**src/rtl/torus_router_pkg.sv**
```systemverilog
package torus_router_pkg;
  localparam int NPORT = 5;

  typedef enum logic [2:0] {
    P_EAST  = 3'd0,
    P_SOUTH = 3'd1,
    P_WEST  = 3'd2,
    P_NORTH = 3'd3,
    P_LOCAL = 3'd4
  } portT;

  // strobes from control to datapath
  typedef struct packed {
    logic [NPORT-1:0]      pop;
    logic [NPORT-1:0][2:0] sel;
  } strobeT;
endpackage

```
**src/rtl/trx_datapath.sv**
```systemverilog
module trx_datapath
  import torus_router_pkg::*;
#(
  parameter int PW    = 32,
  parameter int DEPTH = 4
) (
  input  logic               clk,
  input  logic               rstN,
  input  logic [NPORT-1:0]   inValid,
  output logic [NPORT-1:0]   inReady,
  input  logic [NPORT*PW-1:0] inData,
  input  strobeT             st,
  output logic [NPORT-1:0]   notEmpty,
  output logic [NPORT*PW-1:0] headData,
  output logic [NPORT*PW-1:0] outData
);
  localparam int AW = (DEPTH > 1) ? $clog2(DEPTH) : 1;

  logic [PW-1:0] headArr [NPORT];

  for (genvar p = 0; p < NPORT; p++) begin : gIn
    logic [PW-1:0] mem [DEPTH];
    logic [AW-1:0] wrPtr, rdPtr;
    logic [AW:0]   count;
    logic          push;

    assign push = inValid[p] && inReady[p];

    always_ff @(posedge clk or negedge rstN) begin
      if (!rstN) begin
        wrPtr <= '0;
        rdPtr <= '0;
        count <= '0;
      end else begin
        if (push)
          wrPtr <= (wrPtr == AW'(DEPTH-1)) ? '0 : wrPtr + 1'b1;
        if (st.pop[p])
          rdPtr <= (rdPtr == AW'(DEPTH-1)) ? '0 : rdPtr + 1'b1;
        count <= count + (AW+1)'(push) - (AW+1)'(st.pop[p]);
      end
    end

    always_ff @(posedge clk) begin
      if (push) mem[wrPtr] <= inData[p*PW +: PW];
    end

    assign inReady[p]             = (count != (AW+1)'(DEPTH));
    assign notEmpty[p]            = (count != '0);
    assign headArr[p]             = mem[rdPtr];
    assign headData[p*PW +: PW]   = headArr[p];
  end

  for (genvar o = 0; o < NPORT; o++) begin : gMux
    assign outData[o*PW +: PW] = headArr[st.sel[o]];
  end
endmodule

```
**src/rtl/trx_control.sv**
```systemverilog
module trx_control
  import torus_router_pkg::*;
#(
  parameter int WN = 8,
  parameter int HN = 8,
  parameter int CW = 4,
  parameter int PW = 32
) (
  input  logic                clk,
  input  logic                rstN,
  input  logic [CW-1:0]       cfgX,
  input  logic [CW-1:0]       cfgY,
  input  logic [NPORT-1:0]    notEmpty,
  input  logic [NPORT*PW-1:0] headData,
  input  logic [NPORT-1:0]    outReady,
  output logic [NPORT-1:0]    outValid,
  output strobeT              st
);
  portT                  route [NPORT];
  logic [NPORT-1:0][2:0] grant;
  logic [NPORT-1:0]      xfer;
  logic [NPORT-1:0]      popV;

  function automatic portT pickDir(input logic [CW-1:0] dst, input logic [CW-1:0] own,
                                   input int ring, input portT upDir, input portT downDir);
    int direct, wrap;
    if (dst > own) begin
      direct = int'(dst) - int'(own);
      wrap   = ring - int'(dst) + int'(own);
      return (direct <= wrap) ? upDir : downDir;
    end
    direct = int'(own) - int'(dst);
    wrap   = ring - int'(own) + int'(dst);
    return (direct <= wrap) ? downDir : upDir;
  endfunction

  always_comb begin
    for (int i = 0; i < NPORT; i++) begin
      logic [CW-1:0] dx, dy;
      dx = headData[i*PW + PW-1 -: CW];
      dy = headData[i*PW + PW-CW-1 -: CW];
      if (dx != cfgX)      route[i] = pickDir(dx, cfgX, WN, P_EAST, P_WEST);
      else if (dy != cfgY) route[i] = pickDir(dy, cfgY, HN, P_SOUTH, P_NORTH);
      else                 route[i] = P_LOCAL;
    end
  end

  for (genvar o = 0; o < NPORT; o++) begin : gArb
    logic [NPORT-1:0] req;
    logic [2:0]       ptr, lockIdx, pick;
    logic             locked, found;

    always_comb begin
      int j;
      for (int i = 0; i < NPORT; i++)
        req[i] = notEmpty[i] && (route[i] == portT'(o));
      pick  = '0;
      found = 1'b0;
      for (int k = 0; k < NPORT; k++) begin
        j = int'(ptr) + k;
        if (j >= NPORT) j = j - NPORT;
        if (!found && req[j]) begin
          pick  = 3'(j);
          found = 1'b1;
        end
      end
    end

    assign grant[o]    = locked ? lockIdx : pick;
    assign outValid[o] = locked || found;
    assign xfer[o]     = outValid[o] && outReady[o];

    always_ff @(posedge clk or negedge rstN) begin
      if (!rstN) begin
        ptr     <= '0;
        locked  <= 1'b0;
        lockIdx <= '0;
      end else if (xfer[o]) begin
        locked <= 1'b0;
        ptr    <= (grant[o] == 3'(NPORT-1)) ? '0 : grant[o] + 3'd1;
      end else if (outValid[o]) begin
        locked  <= 1'b1;
        lockIdx <= grant[o];
      end
    end
  end

  always_comb begin
    popV = '0;
    for (int o = 0; o < NPORT; o++)
      for (int i = 0; i < NPORT; i++)
        if (xfer[o] && grant[o] == 3'(i)) popV[i] = 1'b1;
  end

  assign st = '{pop: popV, sel: grant};
endmodule

```
**src/rtl/torus_router.sv**
```systemverilog
module torus_router
  import torus_router_pkg::*;
#(
  parameter int WN    = 8,
  parameter int HN    = 8,
  parameter int CW    = 4,
  parameter int PLW   = 24,
  parameter int DEPTH = 4,
  localparam int PW   = 2*CW + PLW
) (
  input  logic                clk,
  input  logic                rstN,
  input  logic [CW-1:0]       cfgX,
  input  logic [CW-1:0]       cfgY,
  input  logic [NPORT-1:0]    inValid,
  output logic [NPORT-1:0]    inReady,
  input  logic [NPORT*PW-1:0] inData,
  output logic [NPORT-1:0]    outValid,
  input  logic [NPORT-1:0]    outReady,
  output logic [NPORT*PW-1:0] outData
);
  strobeT              st;
  logic [NPORT-1:0]    notEmpty;
  logic [NPORT*PW-1:0] headData;

  trx_datapath #(.PW(PW), .DEPTH(DEPTH)) uDp (
    .clk(clk), .rstN(rstN), .inValid(inValid), .inReady(inReady), .inData(inData),
    .st(st), .notEmpty(notEmpty), .headData(headData), .outData(outData)
  );

  trx_control #(.WN(WN), .HN(HN), .CW(CW), .PW(PW)) uCtl (
    .clk(clk), .rstN(rstN), .cfgX(cfgX), .cfgY(cfgY), .notEmpty(notEmpty),
    .headData(headData), .outReady(outReady), .outValid(outValid), .st(st)
  );
endmodule

```
**config.mk**
```make
export PLATFORM = sky130hd
export DESIGN_NAME = torus_router
export DESIGN_NICKNAME = d
export VERILOG_FILES = /design/src/rtl/torus_router_pkg.sv /design/src/rtl/trx_datapath.sv /design/src/rtl/trx_control.sv /design/src/rtl/torus_router.sv
export SDC_FILE = /design/constraint.sdc
export NUM_CORES = 1
export LEC_CHECK = 0
export BUFFER_PORTS_ARGS = -buffer_cell sky130_fd_sc_hd__buf_2
export CELL_PAD_IN_SITES_DETAIL_PLACEMENT = 1
export CELL_PAD_IN_SITES_GLOBAL_PLACEMENT = 1
export CORE_AREA = 2 2 319 353
export CTS_BUF_LIST = sky130_fd_sc_hd__clkbuf_8
export CTS_CLUSTER_DIAMETER = 150
export DETAILED_ROUTE_END_ITERATION = 16
export DIE_AREA = 0 0 321 355
export PLACE_DENSITY_LB_ADDON = 0.1
export SLEW_MARGIN = 20
export SYNTH_ARGS = -nofsm -noshare
export SYNTH_HDL_FRONTEND = slang
export SYNTH_HIERARCHICAL = 1
export SYNTH_SLANG_ARGS = --single-unit
export TNS_END_PERCENT = 10
```
**constraint.sdc**
```tcl
create_clock -name clk -period 36.3 [get_ports clk]
set_input_delay 10.89 -clock clk [delete_from_list [all_inputs] [get_ports clk]]
set_output_delay 10.89 -clock clk [all_outputs]
set_load 0.02 [all_outputs]
```
==> flow_metrics.tcl <==
set metrics [dict create \
    maxSlewHeadroom_pct 10.79 \
    clock-root-buffer "clkbuf_8" \
    nNetsFinal 5315 \
    grt_pass1_vias 42750 \
    fin_crit_ns 29.94 \
    placedCellCount 6009 \
    multiInputGateArea_um2 25700 \
    postCtsSetupBuffers 0 \
    drive_gt1_share_pct 15.80 \
    fmax_ghz 0.03340 \
    viasPerCell 6.562 \
    grt_setup_unrepaired "no" \
    die_h_um 355 \
    initial_core_util_pct 44.17 \
    worst_slew_pin_slew_ns 1.301 \
    final-hold-violation-count 0 \
    syn-instance-count 4398 \
    required_ns 25.41 \
    ctsHtreeMaxLevel 3 \
    path_max_fanout 44 \
    place_congestion 0.9517 \
    cts_tree "yes" \
    syn_area_um2 48660 \
    grt_pass1_wl_mm 288.1 \
    cap_violations 0 \
    cts_hold_buf 0 \
    cp-end-kind "primary output" \
    antenna_found_initial 44 \
    n_fill_cell 11980 \
    wl_per_cell_um 31.78 \
    drtIter0Drc 4042 \
    cp-start-kind "input pin" \
    num_rows 128 \
    areaGrowthSynthToFinish_pct 11.47 \
    clk_pin_slew_ns 0.06 \
    grt_usage_pct 34.38 \
    port_buffers 349 \
    cp.arrival_ns 19.05 \
    drt_wl_total_mm 198.5 \
    path_class "input pin to primary output" \
    coreArea_um2 110200 \
    synth_warnings 6 \
    fp.dieArea_um2 114000 \
    route.detailed.drc 0 \
    vias 40980 \
    fin_tns_setup_ns 0 \
    slew_violations 0 \
    drt_pre_antenna_iters 6 \
    cts_resized 0 \
    hold_class "flop to flop" \
    clkSinkCount 710 \
    overflow 0 \
    ctsLongestPathBuffers 3 \
    grt_max_degree 56 \
    die_x_um 321 \
    setup_viol 0 \
    dp_hpwl_mm 139.3 \
    syn_area_per_cell_um2 11.07 \
    reg2regPathDepth 33 \
    insertion_delay_ns 0.85 \
    finalCritPeriodShare_pct 82.49 \
    seq_area_um2 20980 \
    detail-route-antenna-nets 0 \
    skew_ns 0.05983 \
    fin_cells 6244 \
    synth_nets 5018 \
    pin_count 350 \
    whs_path_depth 1 \
    cts_buffers 114 \
    status "completed" \
]
-- final cells by class --
type / instances / area share, %
Inverter: 253 / 1.751
Timing Repair Buffer: 431 / 4.359
Clock inverter: 98 / 1.513
Tap cell: 1430 / 3.298
Antenna cell: 22 / 0.1015
Sequential cell: 710 / 38.68
Multi-Input combinational cell: 3185 / 47.38
Clock buffer: 115 / 2.918
-- worst max-delay path, stage by stage --
cell and delay, ns:
buf_2 0.40, inv_1 0.58, ha_1 0.61, inv_1 0.21
fa_1 0.48, inv_1 0.09, a21o_1 0.12, a21oi_1 0.07
xnor2_1 0.13, ha_1 0.32, nand3_1 0.10, o21ai_0 0.22
a31oi_1 0.12, o32ai_1 1.00, a2111oi_0 0.16, a311oi_1 0.41
a21oi_1 0.19, nor3_1 0.38, nand2_1 0.13, o311a_2 0.34
buf_4 0.33, nand3b_1 0.19, buf_4 0.51, o22ai_1 0.16
or3_1 0.56, buf_2 0.23
-- state kept, by name, indices dropped and copies added, names as in the netlist --
name and cells:
uCtl/gArb.lockIdx 15, uCtl/gArb.locked 5, uCtl/gArb.ptr 15, uDp/gIn.count 15
uDp/gIn.mem 640, uDp/gIn.rdPtr 10, uDp/gIn.wrPtr 10
-- stage by stage --
| step | cell area (um2) | hold slack, ns | setup WS (ns) | utilization [%] |
|---|---|---|---|---|
| after floorplan | 48660 | 0.4601 | 8.606 | - |
| after global placement | 51780 | 0.4838 | 6.685 | 46.99 |
| after detailed placement | 51780 | 0.4896 | 6.541 | 46.99 |
| after CTS | 54180 | 0.5032 | 6.513 | 49.17 |
| after global routing | 54230 | 0.5137 | 5.839 | 49.22 |
| final | 54250 | 0.5004 | 6.357 | 49.23 |
-- final timing paths --
check                                                         start                             endpoint  slack (ns)
worst min register to register  uCtl/gArb[1].lockIdx[2]$_DFFE_PN0P_  uCtl/gArb[1].lockIdx[2]$_DFFE_PN0P_        0.50
worst min-delay path            uCtl/gArb[1].lockIdx[2]$_DFFE_PN0P_  uCtl/gArb[1].lockIdx[2]$_DFFE_PN0P_        0.50
min in group asynchronous                                      rstN      uDp/gIn[3].wrPtr[1]$_DFFE_PN0P_        9.93
max in group asynchronous                                      rstN      uDp/gIn[4].rdPtr[1]$_DFFE_PN0P_       25.13
worst max register to register      uDp/gIn[1].rdPtr[1]$_DFFE_PN0P_        uDp/gIn[4].count[2]$_DFF_PN0_       26.53
worst max-delay path                                        cfgX[1]                          outData[21]        6.36
-- placed cells by master, fill, tap and decap left out, types with 62 or more instances in the layout --
| cell | instances |
|---|---|
| edfxtp_1 | 640 |
| ha_1 | 395 |
| buf_2 | 348 |
| o22ai_1 | 339 |
| inv_1 | 280 |
| mux2i_1 | 240 |
| or3_1 | 181 |
| a22oi_1 | 175 |
| nor2_1 | 168 |
| o22a_1 | 164 |
| a21oi_1 | 160 |
| o21ai_1 | 145 |
| o21ai_0 | 124 |
| nand2_1 | 117 |
| clkbuf_8 | 115 |
| a21o_1 | 98 |
| xnor2_1 | 93 |
| buf_4 | 83 |
| dfrtp_1 | 65 |
| nor3_1 | 64 |
| mux4_2 | 62 |
-- metal layers --
layer  track usage, %  vias up  wire length [um]
li1                 -    17840                 -
met2            55.64     2120             91430
met4            23.68       12             15680
met3            8.235      633             17160
met5                0        -                83
met1            40.46    20370             74100
Power is not shown: default switching activity piles up to over one toggle a cycle in this logic, so the estimate is an artifact.
